**config.mk**
```make
export PLATFORM = sky130hd
export DESIGN_NAME = conv_init_seq
export DESIGN_NICKNAME = d
export VERILOG_FILES = /design/src/rtl/conv_init_pkg.sv /design/src/rtl/conv_half_tick.sv /design/src/rtl/conv_word_shift.sv /design/src/rtl/conv_init_ctrl.sv /design/src/rtl/conv_init_seq.sv
export SDC_FILE = /design/constraint.sdc
export NUM_CORES = 1
export LEC_CHECK = 0
export ABC_CLOCK_PERIOD_IN_PS = 4730
export BUFFER_PORTS_ARGS = -buffer_cell sky130_fd_sc_hd__clkbuf_2
export CORE_MARGIN = 2
export CORE_UTILIZATION = 31
export CTS_CLUSTER_SIZE = 25
export DETAILED_ROUTE_END_ITERATION = 7
export PLACE_DENSITY = 0.52
export SYNTH_ARGS = -nofsm -noshare
export SYNTH_HDL_FRONTEND = slang
export SYNTH_SLANG_ARGS = --single-unit
```
**constraint.sdc**
```tcl
create_clock -name clk -period 4.73 [get_ports clk]
set_input_delay 0.7095 -clock clk [delete_from_list [all_inputs] [get_ports clk]]
set_output_delay 0.7095 -clock clk [all_outputs]
set_load 0.02 [all_outputs]
```
**src/rtl/conv_init_pkg.sv**
```systemverilog
package conv_init_pkg;
  localparam int ADDR_W       = 8;
  localparam int DATA_W       = 16;
  localparam int WORD_W       = ADDR_W + DATA_W;
  localparam int BASE_WRITES  = 4;
  localparam int TOTAL_WRITES = 5;
  localparam int IDX_W        = $clog2(TOTAL_WRITES);

  typedef logic [WORD_W-1:0] word_t;

  typedef enum logic [1:0] {SEQ_IDLE, SEQ_ISSUE, SEQ_WAIT, SEQ_DONE} seq_state_e;
  typedef enum logic [1:0] {SH_IDLE, SH_SHIFT, SH_GAP} sh_state_e;

  // Ordered write list; the last entry is only used for AC-coupled inputs.
  function automatic word_t write_entry(input logic [IDX_W-1:0] idx);
    word_t w;
    case (idx)
      3'd0:    w = {8'h03, 16'h0002};
      3'd1:    w = {8'h01, 16'h0010};
      3'd2:    w = {8'hC7, 16'h8001};
      3'd3:    w = {8'hDE, 16'h01C0};
      3'd4:    w = {8'hE2, 16'h00C0};
      default: w = '0;
    endcase
    return w;
  endfunction
endpackage

```
**src/rtl/conv_half_tick.sv**
```systemverilog
module conv_half_tick #(
  parameter int CLK_DIV = 4
) (
  input  logic clk,
  input  logic rst_n,
  input  logic run,
  output logic tick
);
  localparam int HALF = CLK_DIV / 2;
  localparam int CW   = (HALF > 1) ? $clog2(HALF) : 1;

  logic [CW-1:0] cnt_q, cnt_d;
  logic          wrap;

  assign wrap = (cnt_q == CW'(HALF - 1));
  assign tick = run && wrap;

  always_comb begin
    if (!run)      cnt_d = '0;
    else if (wrap) cnt_d = '0;
    else           cnt_d = cnt_q + 1'b1;
  end

  always_ff @(posedge clk or negedge rst_n) begin
    if (!rst_n) cnt_q <= '0;
    else        cnt_q <= cnt_d;
  end
endmodule

```
**src/rtl/conv_word_shift.sv**
```systemverilog
module conv_word_shift
  import conv_init_pkg::*;
#(
  parameter int GAP_HALVES = 4
) (
  input  logic  clk,
  input  logic  rst_n,
  input  logic  tick,
  input  logic  load,
  input  word_t load_word,
  input  logic  load_last,
  output logic  run,
  output logic  ser_clk,
  output logic  ser_data,
  output logic  ser_csn
);
  localparam int BIT_W = $clog2(WORD_W);
  localparam int GW    = (GAP_HALVES > 1) ? $clog2(GAP_HALVES) : 1;

  sh_state_e        st_q, st_d;
  word_t            sreg_q, sreg_d;
  logic [BIT_W-1:0] bit_q, bit_d;
  logic [GW-1:0]    gap_q, gap_d;
  logic             sclk_q, sclk_d;
  logic             csn_q, csn_d;
  logic             last_q, last_d;

  always_comb begin
    st_d   = st_q;
    sreg_d = sreg_q;
    bit_d  = bit_q;
    gap_d  = gap_q;
    sclk_d = sclk_q;
    csn_d  = csn_q;
    last_d = last_q;
    case (st_q)
      SH_IDLE: begin
        if (load) begin
          st_d   = SH_SHIFT;
          sreg_d = load_word;
          bit_d  = '0;
          last_d = load_last;
          csn_d  = 1'b0;
          sclk_d = 1'b0;
        end
      end
      SH_SHIFT: begin
        if (tick) begin
          if (!sclk_q) begin
            sclk_d = 1'b1;
          end else begin
            sclk_d = 1'b0;
            if (bit_q == BIT_W'(WORD_W - 1)) begin
              csn_d = 1'b1;
              gap_d = '0;
              st_d  = last_q ? SH_IDLE : SH_GAP;
            end else begin
              bit_d  = bit_q + 1'b1;
              sreg_d = {sreg_q[WORD_W-2:0], 1'b0};
            end
          end
        end
      end
      SH_GAP: begin
        if (tick) begin
          if (gap_q == GW'(GAP_HALVES - 1)) st_d = SH_IDLE;
          else                              gap_d = gap_q + 1'b1;
        end
      end
      default: st_d = SH_IDLE;
    endcase
  end

  always_ff @(posedge clk or negedge rst_n) begin
    if (!rst_n) begin
      st_q   <= SH_IDLE;
      sreg_q <= '0;
      bit_q  <= '0;
      gap_q  <= '0;
      sclk_q <= 1'b0;
      csn_q  <= 1'b1;
      last_q <= 1'b0;
    end else begin
      st_q   <= st_d;
      sreg_q <= sreg_d;
      bit_q  <= bit_d;
      gap_q  <= gap_d;
      sclk_q <= sclk_d;
      csn_q  <= csn_d;
      last_q <= last_d;
    end
  end

  assign run      = (st_q != SH_IDLE);
  assign ser_clk  = sclk_q;
  assign ser_csn  = csn_q;
  assign ser_data = (st_q == SH_SHIFT) && sreg_q[WORD_W-1];
endmodule

```
**src/rtl/conv_init_ctrl.sv**
```systemverilog
module conv_init_ctrl
  import conv_init_pkg::*;
(
  input  logic  clk,
  input  logic  rst_n,
  input  logic  start,
  input  logic  ac_coupled,
  input  logic  shift_busy,
  output logic  load,
  output word_t load_word,
  output logic  load_last,
  output logic  busy,
  output logic  done
);
  seq_state_e       st_q, st_d;
  logic [IDX_W-1:0] idx_q, idx_d;
  logic [IDX_W-1:0] lim_q, lim_d;

  always_comb begin
    st_d  = st_q;
    idx_d = idx_q;
    lim_d = lim_q;
    case (st_q)
      SEQ_IDLE, SEQ_DONE: begin
        if (start) begin
          st_d  = SEQ_ISSUE;
          idx_d = '0;
          lim_d = ac_coupled ? IDX_W'(TOTAL_WRITES - 1) : IDX_W'(BASE_WRITES - 1);
        end
      end
      SEQ_ISSUE: st_d = SEQ_WAIT;
      SEQ_WAIT: begin
        if (!shift_busy) begin
          if (idx_q == lim_q) begin
            st_d = SEQ_DONE;
          end else begin
            idx_d = idx_q + 1'b1;
            st_d  = SEQ_ISSUE;
          end
        end
      end
      default: st_d = SEQ_IDLE;
    endcase
  end

  always_ff @(posedge clk or negedge rst_n) begin
    if (!rst_n) begin
      st_q  <= SEQ_IDLE;
      idx_q <= '0;
      lim_q <= '0;
    end else begin
      st_q  <= st_d;
      idx_q <= idx_d;
      lim_q <= lim_d;
    end
  end

  assign load      = (st_q == SEQ_ISSUE);
  assign load_word = write_entry(idx_q);
  assign load_last = (idx_q == lim_q);
  assign busy      = (st_q == SEQ_ISSUE) || (st_q == SEQ_WAIT);
  assign done      = (st_q == SEQ_DONE);
endmodule

```
**src/rtl/conv_init_seq.sv**
```systemverilog
module conv_init_seq
  import conv_init_pkg::*;
#(
  parameter int CLK_DIV     = 4,
  parameter int GAP_PERIODS = 2
) (
  input  logic clk,
  input  logic rst_n,
  input  logic start,
  input  logic ac_coupled,
  output logic busy,
  output logic done,
  output logic ser_clk,
  output logic ser_data,
  output logic ser_csn
);
  localparam int GAP_HALVES = 2 * GAP_PERIODS;

  logic  tick;
  logic  shift_run;
  logic  load;
  logic  load_last;
  word_t load_word;

  conv_half_tick #(.CLK_DIV(CLK_DIV)) u_tick (
    .clk   (clk),
    .rst_n (rst_n),
    .run   (shift_run),
    .tick  (tick)
  );

  conv_word_shift #(.GAP_HALVES(GAP_HALVES)) u_shift (
    .clk       (clk),
    .rst_n     (rst_n),
    .tick      (tick),
    .load      (load),
    .load_word (load_word),
    .load_last (load_last),
    .run       (shift_run),
    .ser_clk   (ser_clk),
    .ser_data  (ser_data),
    .ser_csn   (ser_csn)
  );

  conv_init_ctrl u_ctrl (
    .clk        (clk),
    .rst_n      (rst_n),
    .start      (start),
    .ac_coupled (ac_coupled),
    .shift_busy (shift_run),
    .load       (load),
    .load_word  (load_word),
    .load_last  (load_last),
    .busy       (busy),
    .done       (done)
  );
endmodule

```
Word-level counts from Yosys, hierarchy flattened
Cells that the tools add are included.
- register bits after elaboration: 45
- latch bits: 0
- RAM bits: 0
- bits in read-only memories: 0
- input bits: 4
- output and inout port bits: 5
- logic and storage cells: 102
- memories kept: 0
- add/subtract/negate cells: 4
- $mul: 0
- div/mod/pow operators: 0
- magnitude comparators: 0
- equality and inequality tests: 23
- shifts and indexed selects: 0
- multiplexer cells: 44
- bitwise operators: 0
- reduce and logical (&&, ||, !) cells: 20
- operator list (operator ; number):
    case mux 24 bit (5 select lines) ; 1
    two-way mux 24 bit ; 4
    case mux 24 bit (2 select lines) ; 1
    two-way mux 2 bit ; 15
    two-way mux 5 bit ; 4
    != test 2 bit (second input constant) ; 8
    two-way mux 3 bit ; 4
    case mux 2 bit (3 select lines) ; 2
    AND reduction 6 bit ; 2
    case mux 5 bit (2 select lines) ; 1
    AND reduction 5 bit ; 2
    == test 2 bit (second input constant) ; 4
    two-way mux 1 bit ; 8
    nonzero test 2 bit ; 4
    == test 3 x 2 -> 1 bit (second input constant) ; 2
    != test 2 x 1 -> 1 bit (second input constant) ; 3
    case mux 3 bit (2 select lines) ; 1
    AND reduction 2 bit ; 3
    adder 5 x 1 -> 5 bit (second input constant) ; 1
    == test 5 bit (second input constant) ; 1
    == test 2 x 1 -> 1 bit (second input constant) ; 2
    logical NOT 2 bit ; 2
    case mux 1 bit (2 select lines) ; 2
    case mux 2 bit (2 select lines) ; 1
    12 further kinds ; 13

Longest topological paths before layout
Gate-level depths: netlist (run 1).
- word-level depth: 5
- depth in mapped cells: 7
- depth with buffers taken out: 6

Cells and area by module
Synthesis (run 1) repeated with hierarchy kept, for this count alone.
- cell total of the unflattened synthesis: 220
- area total of the unflattened synthesis: 2630.0 µm²
- by module, submodules not included (module ; times used ; cells an instance ; area each (µm²) ; seq. area each (µm²)):
    conv_word_shift ; 1 ; 140 ; 1901.8 ; 902.1
    conv_init_ctrl ; 1 ; 77 ; 686.9 ; 175.2
    conv_half_tick ; 1 ; 3 ; 41.3 ; 25.0

Worst setup path before layout (run 1)
No wires, ideal clock.
- path kind: register -> output
- start point: register u_shift.st_q[0]
- end point: output ser_data
- data arrival time: 1225 ps
- data required time: 4021 ps
- setup slack: 2796 ps
- cell stages (with the launch flop): 6
- path buffers: 3
- cell sequence: dfrtp_1 -> buf_4 -> and2b_1 -> buf_4 -> clkbuf_1 -> and2_1
- cells in the longest elaborated chain, start to end: 2
- RTL lines (what ; line ; text):
    start, declared ; conv_word_shift.sv:20 ; sh_state_e st_q, st_d;
    start signal, assigned ; conv_word_shift.sv:84 ; st_q <= st_d;
    == test 2 x 1 -> 1 bit ; conv_word_shift.sv:97 ; assign ser_data = (st_q == SH_SHIFT) && sreg_q[WORD_W-1];
    logical AND 1 bit ; conv_word_shift.sv:97 ;
    end, declared ; conv_init_seq.sv:14 ; output logic ser_data,
Every way passes these cells.

Worst setup path in the final report (run 1)
Same ends and word-level chain as after synthesis.

==> results.py, run 1 <==
metrics = {
    "clock_network": {
        "cts_root_buffer": "clkbuf_8",
        "cts-resized-gates": 0,
        "cts_tree": "built",
        "cts_sinks": 44,
        "clk_latency_ps": 300,
        "clockBufferDepth": 2,
        "clk_pin_slew_ps": 90,
        "cts_made_buffers": 5,
        "htreeDepth": 2,
        "ctsHoldBuffers": 0,
        "cts_setup_buffers": 0,
    },
    "synth": {
        "synth_edf_count": 0,
        "synth_top_area_cell": "dfrtp_1",
        "syn_area_mm2": 0.00220,
        "synth_cell_types": 39,
        "yosysSeqAreaShare_pct": 50.1,
        "ys_top_cells_by_area": "dfrtp_1 (49%), nand2_1 (7.7%), ha_1 (6.3%), nand3_1 (3.4%), o21ai_0 (3.4%)",
        "avgSynthCellArea_um2": 9.35,
        "syn_inst": 235,
        "synth_seq_cells": 44,
        "async_reset_ff_share_pct": 100,
        "synth_top_area_share_pct": 48.9,
        "synth_flop_cell": "dfrtp_1",
        "syn-num-nets": 250,
        "ys_warn_count": 0,
    },
    "die": {
        "coreArea_mm2": 0.00683,
        "ios": 9,
        "start_util_pct": 32.2,
        "fp.dieArea_mm2": 0.00778,
        "die_h_um": 88.2,
        "placementRows": 30,
        "die_w_um": 88.2,
    },
    "sta": {
        "setup_viol": 0,
        "final_hold_viol_count": 0,
        "max_freq_mhz": 401,
        "whs_ps": 471,
        "fin_crit_sh_pct": 52.8,
        "worst_pin_slew_ps": 1070,
        "slew_headroom_pct": 28.6,
        "tns_ps": 0,
        "clock_skew_ps": 7.28,
        "grt_setup_unrepaired": "no",
        "drv_slew": 0,
        "post-route-min-period_ps": 2500,
    },
    "critical_path": {
        "slowest_stage": "dfrtp_1",
        "worstReg2RegStart": "u_shift.st_q[0]",
        "arrival_ps": 1790,
        "reg2reg_depth": 5,
        "worst-setup-path-type": "flop to primary output",
        "worstPathRequired_ps": 4020,
        "path_cells": "and2b_1 > buf_4 > and2_1 > clkbuf_2",
        "crit_cells": 4,
        "start_kind": "flop",
        "crit_path_start": "u_shift.st_q[0]",
        "path_max_fanout": 25,
        "critPathTopFamily": "flip-flops",
        "cp_num_buf_inv": 2,
        "worstSetupEndpoint": "ser_data",
        "critical_path.max_stage_delay_ps": 700,
        "r2r_slack_ps": 2290,
        "worst_setup_path_end_kind": "primary output",
        "r2r-end": "u_shift.sreg_q[14]",
    },
    "routing": {
        "wl_per_cell_um": 12.3,
        "first_iter_violations": 102,
        "dr_total_vias": 1552,
        "first_pass_iters": 4,
        "vias_per_cell": 4.63,
        "drc_errors": 0,
        "drt_wl_total_um": 4140,
        "antenna_left": 0,
    },
    "power": {
        "vdd_drop_max_uv": 329,
        "cellPowerDensity_mw_per_mm2": 563,
        "leakage_nw": 1.12,
    },
    "status": {
        "outcome": "completed",
    },
    "worst_hold_path": {
        "whs_path_depth": 2,
        "hp-class": "flop to flop",
    },
    "cells_and_area": {
        "syn2layout_area_growth_pct": 9.90,
        "antenna_cells": 0,
        "drive_above_1_share_pct": 9.62,
        "n_fill_cell": 721,
        "layout_commonest_cell": "nand2_1",
        "fin_nets": 253,
        "final_cell_mix": "nand2_1 (45), dfrtp_1 (43), nor2_1 (17), nand3_1 (15), o21ai_0 (15)",
    },
    "grt": {
        "overflow": 0,
        "grt_pass1_vias": 1599,
        "grtUsageTotal_pct": 12.1,
        "grt_max_degree": 45,
        "grt_pass1_wl_um": 7470,
        "antenna_found_initial": 0,
    },
    "job": {
        "cap_violations": 0,
    },
    "place": {
        "io_buffers": 8,
        "place.gp.congestion": 0.751,
        "dp_hpwl_um": 2700,
    },
}
final cells by class:
| cell class | instances | area [µm²] | area share, % |
|---|---|---|---|
| clock buffer | 5 | 68.8 | 2.85 |
| multi-input combinational | 168 | 993 | 41.1 |
| tap | 96 | 120 | 4.97 |
| inverter | 9 | 33.8 | 1.40 |
| timing repair buffer | 10 | 55.1 | 2.28 |
| sequential | 44 | 1100 | 45.6 |
| clock inverter | 3 | 42.5 | 1.76 |
where the power goes:
part	switching [mW]	internal [mW]
sequential	0.103	0.501
clock	0.133	0.156
combinational	0.278	0.187
total	0.514	0.845
worst min path at each step:
stage | from | to | slack, ps
5_1_grt | u_shift.sreg_q[5] | u_shift.sreg_q[5] | 520
3_5_place_dp | u_shift.sreg_q[5] | u_shift.sreg_q[5] | 450
2_1_floorplan | rst_n | u_ctrl.idx_q[0] | 410
3_3_place_gp | u_shift.sreg_q[5] | u_shift.sreg_q[5] | 450
6_report | u_shift.sreg_q[5] | u_shift.sreg_q[5] | 470
4_1_cts | u_shift.sreg_q[5] | u_shift.sreg_q[5] | 480
registers in the layout, summed over array words and instances, names as in the netlist:
signal           flops
u_ctrl.st_q          2
u_ctrl.idx_q         3
u_shift.ser_csn      1
u_shift.gap_q        2
u_shift.bit_q        5
u_shift.sreg_q      24
u_shift.st_q         2
u_ctrl.lim_q         2
u_tick.cnt_q         1
u_shift.ser_clk      1
u_shift.last_q       1
per-layer routing:
layer | part of all wire, % | GRT usage [%] | vias up | wire length [µm]
met4 | 0.34 | 2.48 | 0 | 14
met2 | 44 | 18.9 | 18 | 1810
met5 | 0 | 0 | - | 0
met3 | 3.4 | 3.08 | 4 | 140
li1 | - | - | 812 | -
met1 | 53 | 17.2 | 718 | 2180
per-stage QoR:
stage / worst slack (ps) / utilization, % / cells / total power, mW / area, µm²
2_1_floorplan: 2800 / - / 235 / 0.969 / 2200
3_3_place_gp: 2360 / 33.7 / 327 / 1.08 / 2300
3_5_place_dp: 2320 / 33.7 / 327 / 1.09 / 2300
4_1_cts: 2210 / 35.4 / 335 / 1.38 / 2420
5_1_grt: 2000 / 35.4 / 335 / 1.49 / 2420
6_report: 2230 / 35.4 / 335 / 1.36 / 2420
tightest hold or removal path: stages, from the launching register on:
cell     delay, ps
dfrtp_1        350
nand2_1         50
nand2_1         50
synth_stat cells, types with 2 or more instances:
master	number
nand2_1	45
dfrtp_1	43
nor2_1	17
nand3_1	15
o21ai_0	15
a21oi_1	14
ha_1	11
inv_1	9
buf_2	7
a31oi_1	6
and3_1	4
clkbuf_1	4
nor3_1	4
o22ai_1	4
a22o_1	3
nand2b_1	3
a211o_1	2
buf_4	2
mux2_2	2
mux2i_1	2
nand3b_1	2
nand4b_1	2
o211ai_1	2
o21bai_1	2
logic make-up after synthesis:
kind of cell | Yosys count | share of synthesized area (%)
adder cells (fa/ha/maj) | 11 | 6.26
AND/OR/NAND/NOR | 99 | 20.9
XOR/XNOR | 2 | 0.797
buffers and inverters | 23 | 4.67
AO/OA/AOI/OAI | 52 | 15.3
multiplexers | 4 | 1.94
flip-flops | 44 | 50.1
No activity file was read; power rests on OpenSTA's default activity.
==> run 2, diff against run 1 <==
--- a/config.mk
+++ b/config.mk
@@ -5,7 +5,7 @@
 export SDC_FILE = /design/constraint.sdc
 export NUM_CORES = 1
 export LEC_CHECK = 0
-export ABC_CLOCK_PERIOD_IN_PS = 4730
+export ABC_CLOCK_PERIOD_IN_PS = 2300
 export BUFFER_PORTS_ARGS = -buffer_cell sky130_fd_sc_hd__clkbuf_2
 export CORE_MARGIN = 2
 export CORE_UTILIZATION = 31
==> constraint.sdc (replaced) <==
create_clock -name clk -period 2.3 [get_ports clk]
set_input_delay 0.345 -clock clk [delete_from_list [all_inputs] [get_ports clk]]
set_output_delay 0.345 -clock clk [all_outputs]
set_load 0.02 [all_outputs]
==> results.py, run 2 (synthesized netlist as in run 1, its figures left out) <==
metrics = {
    "place": {
        "io_buffers": 8,
        "place.gp.congestion": 0.710,
        "dp_hpwl_um": 2920,
    },
    "cells_and_area": {
        "regMostFlops": "u_shift.sreg_q",
        "fin_nets": 257,
        "n_fill_cell": 738,
        "largest_reg_flops": 24,
        "antenna_cells": 0,
        "layout_commonest_cell": "nand2_1",
        "syn2layout_area_growth_pct": 11.1,
        "drive_above_1_share_pct": 10.7,
        "reg.largest.list": "u_shift.sreg_q (24), u_shift.bit_q (5), u_ctrl.idx_q (3)",
        "final_cell_mix": "nand2_1 (45), dfrtp_1 (43), nor2_1 (17), nand3_1 (15), o21ai_0 (15)",
    },
    "critical_path": {
        "r2r_slack_ps": 450,
        "reg2reg_depth": 7,
        "worst_setup_path_end_kind": "primary output",
        "cp_num_buf_inv": 2,
        "start_kind": "flop",
        "r2r-end": "u_shift.sreg_q[21]",
        "arrival_ps": 1720,
        "critical_path.max_stage_delay_ps": 500,
        "critPathTopFamily": "flip-flops",
        "worst-setup-path-type": "flop to primary output",
        "worstPathRequired_ps": 1960,
        "crit_cells": 4,
        "path_cells": "and2b_1 > buf_4 > and2_1 > clkbuf_2",
        "path_max_fanout": 23,
        "slowest_stage": "dfrtp_1",
        "worstReg2RegStart": "u_ctrl.st_q[1]",
    },
    "clock_network": {
        "clk_latency_ps": 290,
        "ctsHoldBuffers": 0,
        "clk_pin_slew_ps": 80,
        "cts-resized-gates": 0,
        "clockBufferDepth": 2,
        "cts_sinks": 44,
        "cts_root_buffer": "clkbuf_8",
        "cts_setup_buffers": 0,
        "htreeDepth": 2,
        "cts_tree": "built",
        "cts_made_buffers": 5,
    },
    "sta": {
        "post-route-min-period_ps": 2070,
        "grt_setup_unrepaired": "no",
        "tns_ps": 0,
        "clock_skew_ps": 5.07,
        "final_hold_viol_count": 0,
        "drv_slew": 0,
        "worst_pin_slew_ps": 532,
        "max_freq_mhz": 484,
        "fin_crit_sh_pct": 89.9,
        "slew_headroom_pct": 64.3,
        "setup_viol": 0,
    },
    "die": {
        "placementRows": 30,
        "coreArea_mm2": 0.00683,
        "fp.dieArea_mm2": 0.00778,
        "ios": 9,
        "start_util_pct": 32.2,
        "die_w_um": 88.2,
        "die_h_um": 88.2,
    },
    "grt": {
        "overflow": 0,
        "grtUsageTotal_pct": 12.5,
        "grt_pass1_wl_um": 7650,
        "antenna_found_initial": 0,
        "grt_use_met2_pct": 19.5,
        "grt_max_degree": 34,
        "grt_util_met1_pct": 17.5,
        "grt_pass1_vias": 1628,
        "busiest_layer": "met2",
        "grt_util_met3_pct": 3.08,
    },
    "worst_hold_path": {
        "hp-class": "input pin to async pin",
    },
    "job": {
        "cap_violations": 0,
    },
    "power": {
        "clockPowerShare_pct": 20.9,
        "p_sw_mw": 1.04,
        "p_int_mw": 1.76,
        "vdd_drop_max_uv": 698,
        "leakage_nw": 1.14,
        "seq_power_share_pct": 44.3,
        "netSwitchingFraction_pct": 37.2,
        "pwr-share-comb_pct": 34.8,
        "cellPowerDensity_mw_per_mm2": 1150,
        "finalPower_mw": 2.80,
    },
    "routing": {
        "drt_wl_total_um": 4140,
        "dr_total_vias": 1622,
        "wl_per_cell_um": 12.2,
        "antenna_left": 0,
        "drc_errors": 0,
        "first_iter_violations": 54,
        "vias_per_cell": 4.78,
        "first_pass_iters": 4,
    },
    "status": {
        "outcome": "completed",
    },
}
## run 2: cell count changes in the layout (fill, tap and decap cells not counted)
cell        change
clkbuf_1        +1
buf_4           +4
clkinvlp_4      -1
## run 2: through the flow
stage               util (%)  std cells  hold slack, ps  setup slack (ps)  instance area, µm²
CTS                     35.8        339            29.3               205                2440
global route            35.8        339            43.5               101                2440
detailed placement      34.2        331             352               438                2330
global placement        34.2        331             356               521                2330
finish                  35.8        339            16.0               233                2440
floorplan                  -        235            49.4               673                2200
## run 2: routing by layer
layer / share of wire, % / vias to the layer above
met5: 0 / -
met4: 0.60 / 0
met3: 2.3 / 4
met2: 45 / 13
met1: 52 / 785
li1: - / 820
## run 2: how the worst max path moves through the flow
stage / from / end / slack [ps]
after detailed placement: u_ctrl.st_q[1] / u_shift.sreg_q[15] / 440
after global placement: u_ctrl.st_q[1] / u_shift.sreg_q[20] / 520
after global routing: u_shift.st_q[1] / ser_data / 100
final: u_shift.st_q[1] / ser_data / 230
after floorplan: u_ctrl.st_q[1] / u_shift.bit_q[3] / 670
after CTS: u_shift.st_q[1] / ser_data / 210
## run 2: power groups by stage
| stage | sequential (mW) | clock (mW) | combinational, mW |
|---|---|---|---|
| 5_1_grt | 1.28 | 0.636 | 1.14 |
| 6_report | 1.24 | 0.583 | 0.974 |
| 2_1_floorplan | 1.20 | 0 | 0.798 |
| 4_1_cts | 1.24 | 0.605 | 0.993 |
| 3_3_place_gp | 1.25 | 0 | 0.979 |
| 3_5_place_dp | 1.26 | 0 | 0.991 |
## run 2: layout make-up
| type | count | area, µm² | area share (%) |
|---|---|---|---|
| clock buffer | 6 | 72.6 | 2.97 |
| inverter | 9 | 33.8 | 1.38 |
| clock inverter | 2 | 35.0 | 1.43 |
| tap | 96 | 120 | 4.92 |
| timing repair buffer | 14 | 85.1 | 3.48 |
| sequential | 44 | 1100 | 45.1 |
| multi-input combinational | 168 | 993 | 40.7 |
## run 2: worst register-to-register path: stages (launching register included)
cell	delay [ps]
dfrtp_1	400
inv_1	110
ha_1	230
nor3b_2	360
a41o_1	140
buf_4	310
nor2_1	80
a31oi_1	150
==> run 3, diff against run 2 <==
--- a/config.mk
+++ b/config.mk
@@ -5,6 +5,7 @@
 export SDC_FILE = /design/constraint.sdc
 export NUM_CORES = 1
 export LEC_CHECK = 0
+export ABC_AREA = 1
 export ABC_CLOCK_PERIOD_IN_PS = 2300
 export BUFFER_PORTS_ARGS = -buffer_cell sky130_fd_sc_hd__clkbuf_2
 export CORE_MARGIN = 2
==> results.py, run 3 <==
metrics = {
    "status": {
        "outcome": "completed",
    },
    "power": {
        "leakage_nw": 1.48,
        "vdd_drop_max_uv": 571,
        "cellPowerDensity_mw_per_mm2": 1270,
    },
    "cells_and_area": {
        "syn2layout_area_growth_pct": 13.3,
        "reg.largest.list": "u_shift.sreg_q (24), u_shift.bit_q (5), u_ctrl.idx_q (3)",
        "largest_reg_flops": 24,
        "drive_above_1_share_pct": 9.64,
        "antenna_cells": 0,
        "stdcell_count": 431,
        "layout_commonest_cell": "nand2_1",
        "final_cell_mix": "nand2_1 (148), dfrtp_1 (43), inv_1 (31), nor2_1 (27)",
        "post-route-util_pct": 36.6,
        "multi_input_area_mm2": 0.00106,
        "n_fill_cell": 793,
        "seq_area_mm2": 0.00110,
        "regMostFlops": "u_shift.sreg_q",
        "fin_nets": 346,
    },
    "synth": {
        "avgSynthCellArea_um2": 7.39,
        "ys_top_cells_by_area": "dfrtp_1 (46%), nand2_1 (24%), ha_1 (5.8%), inv_1 (4.9%), nor2_1 (4.5%)",
        "synth_top_area_share_pct": 45.6,
        "syn_area_mm2": 0.00236,
        "async_reset_ff_share_pct": 100,
        "synth_edf_count": 0,
        "synth_top_area_cell": "dfrtp_1",
        "yosysSeqAreaShare_pct": 46.7,
        "synth_most_common_cell": "nand2_1",
        "ys_warn_count": 0,
        "synth_seq_cells": 44,
        "synth_flop_cell": "dfrtp_1",
        "syn_inst": 319,
        "synth_cell_types": 27,
        "syn-num-nets": 334,
        "synth_common_cells": "nand2_1 (148), dfrtp_1 (43), inv_1 (31)",
    },
    "critical_path": {
        "critPathTopFamily": "simple AND/OR/NAND/NOR gates",
        "crit_cells": 8,
        "critical_path.max_stage_delay_ps": 560,
        "cp_num_buf_inv": 2,
        "path_max_fanout": 29,
        "slowest_stage": "nor2_4",
        "arrival_ps": 2060,
        "start_kind": "flop",
        "worst-setup-path-type": "flop to flop",
        "worst_setup_path_end_kind": "flop",
        "path_cells": "inv_1 > ha_1 > inv_1 > nand2_1 > nand3_2 > nor2_4 > nand2_1 > nand2_1",
        "reg2reg_depth": 8,
        "cpMostUsedCell": "nand2_1",
        "worstPathRequired_ps": 2540,
    },
    "routing": {
        "first_pass_iters": 4,
        "drt_wl_total_um": 4800,
        "antenna_left": 0,
        "vias_per_cell": 4.34,
        "first_iter_violations": 82,
        "drc_errors": 0,
        "dr_total_vias": 1869,
        "wl_per_cell_um": 11.1,
    },
    "sta": {
        "slew_headroom_pct": 56.5,
        "grt_setup_unrepaired": "no",
        "max_freq_mhz": 549,
        "worst_pin_slew_ps": 650,
        "drv_slew": 0,
        "setup_viol": 0,
        "clock_skew_ps": 9.28,
        "tns_ps": 0,
        "fin_crit_sh_pct": 79.2,
        "final_hold_viol_count": 0,
        "post-route-min-period_ps": 1820,
        "worst_slack_ps": 479,
    },
    "die": {
        "coreArea_mm2": 0.00729,
        "ios": 9,
        "die_w_um": 91.2,
        "fp.dieArea_mm2": 0.00832,
        "start_util_pct": 32.3,
        "die_h_um": 91.2,
        "placementRows": 31,
    },
    "clock_network": {
        "cts_sinks": 44,
        "clockBufferDepth": 2,
        "clk_pin_slew_ps": 90,
        "cts_made_buffers": 5,
        "clk_latency_ps": 300,
        "cts_root_buffer": "clkbuf_8",
        "cts_setup_buffers": 0,
        "htreeDepth": 2,
        "cts_tree": "built",
    },
    "grt": {
        "grt_pass1_wl_um": 8450,
        "overflow": 0,
        "grtUsageTotal_pct": 12.5,
        "grt_pass1_vias": 1800,
        "antenna_found_initial": 0,
        "grt_max_degree": 30,
    },
    "place": {
        "dpl.cell_count": 422,
        "io_buffers": 8,
        "place_ws_ps": 121,
        "dp_hpwl_um": 3190,
        "place.gp.congestion": 0.782,
    },
    "worst_hold_path": {
        "hp-class": "input pin to flop",
        "whs_path_depth": 2,
    },
    "job": {
        "cap_violations": 0,
    },
}
run 3: changes by cell type after synthesis, sizes merged, moves of 5 or more:
cell | previous run | this run
a21oi | 14 | 5
a31oi | 6 | 1
inv | 9 | 35
nand2 | 45 | 150
nand4 | 0 | 5
nor2 | 17 | 29
o21ai | 15 | 7
run 3: where the power goes:
group	leakage (nW)	switching [mW]	total, mW	internal, mW
combinational	0.817	0.991	1.42	0.431
clock	0.0784	0.283	0.827	0.543
sequential	0.587	0.166	1.15	0.983
total	1.48	1.44	3.40	1.96
run 3: metrics by stage:
| step | power [mW] | instance area (µm²) | hold slack [ps] |
|---|---|---|---|
| global route | 3.71 | 2670 | 257 |
| global placement | 2.58 | 2500 | 226 |
| finish | 3.40 | 2670 | 247 |
| detailed placement | 2.60 | 2500 | 233 |
| CTS | 3.44 | 2670 | 240 |
| floorplan | 2.32 | 2360 | 49.4 |
run 3: cell type report:
cell class | count | area share (%)
flip-flops and latches | 44 | 41.3
repair buffers | 14 | 3.28
well taps | 99 | 4.64
clock buffers | 5 | 2.58
inverters | 36 | 5.06
clock inverters | 3 | 3.37
multi-input cells | 230 | 39.8
run 3: worst paths after layout:
path	startpoint	to	slack, ps
setup / recovery	u_ctrl.st_q[1]	u_shift.sreg_q[7]	480
hold / removal	ac_coupled	u_ctrl.lim_q[1]	250
setup reg to reg	u_ctrl.st_q[1]	u_shift.sreg_q[7]	480
hold reg to reg	u_tick.cnt_q	u_tick.cnt_q	460
max in group asynchronous	rst_n	u_shift.sreg_q[0]	1250
min in group asynchronous	rst_n	u_shift.gap_q[1]	450
run 3: layer usage:
| metal | share of wire (%) | track usage (%) |
|---|---|---|
| met1 | 50 | 16.5 |
| met2 | 47 | 20.5 |
| met3 | 1.6 | 2.49 |
| met4 | 1.3 | 4.17 |
| met5 | 0 | 0 |
run 3: timing repair:
| item | 4_1_cts | 5_1_grt |
|---|---|---|
| endpoints found under the setup margin | 0 | 29 |
| resized for setup | 0 | 1 |
| hold buffers | 1 | 0 |
| endpoints found under the hold margin | 7 | 0 |
run 3: cells by family (layout without fill, tap and decap cells):
group | Yosys count | after routing | share of synthesized area [%]
simple gates | 200 | 200 | 34.2
buf+inv | 45 | 58 | 8.49
flops | 44 | 44 | 46.7
compound gates | 18 | 18 | 4.40
fa+ha+maj | 11 | 11 | 5.84
xor+xnor | 1 | 1 | 0.371
run 3: worst register-to-register path, delay by kind of cell, from the launching register on:
family,cells,cell delay [ps]
and+or+nand+nor,5,1060
adders and majority gates,1,140
buffers and inverters,2,160
DFF,1,420
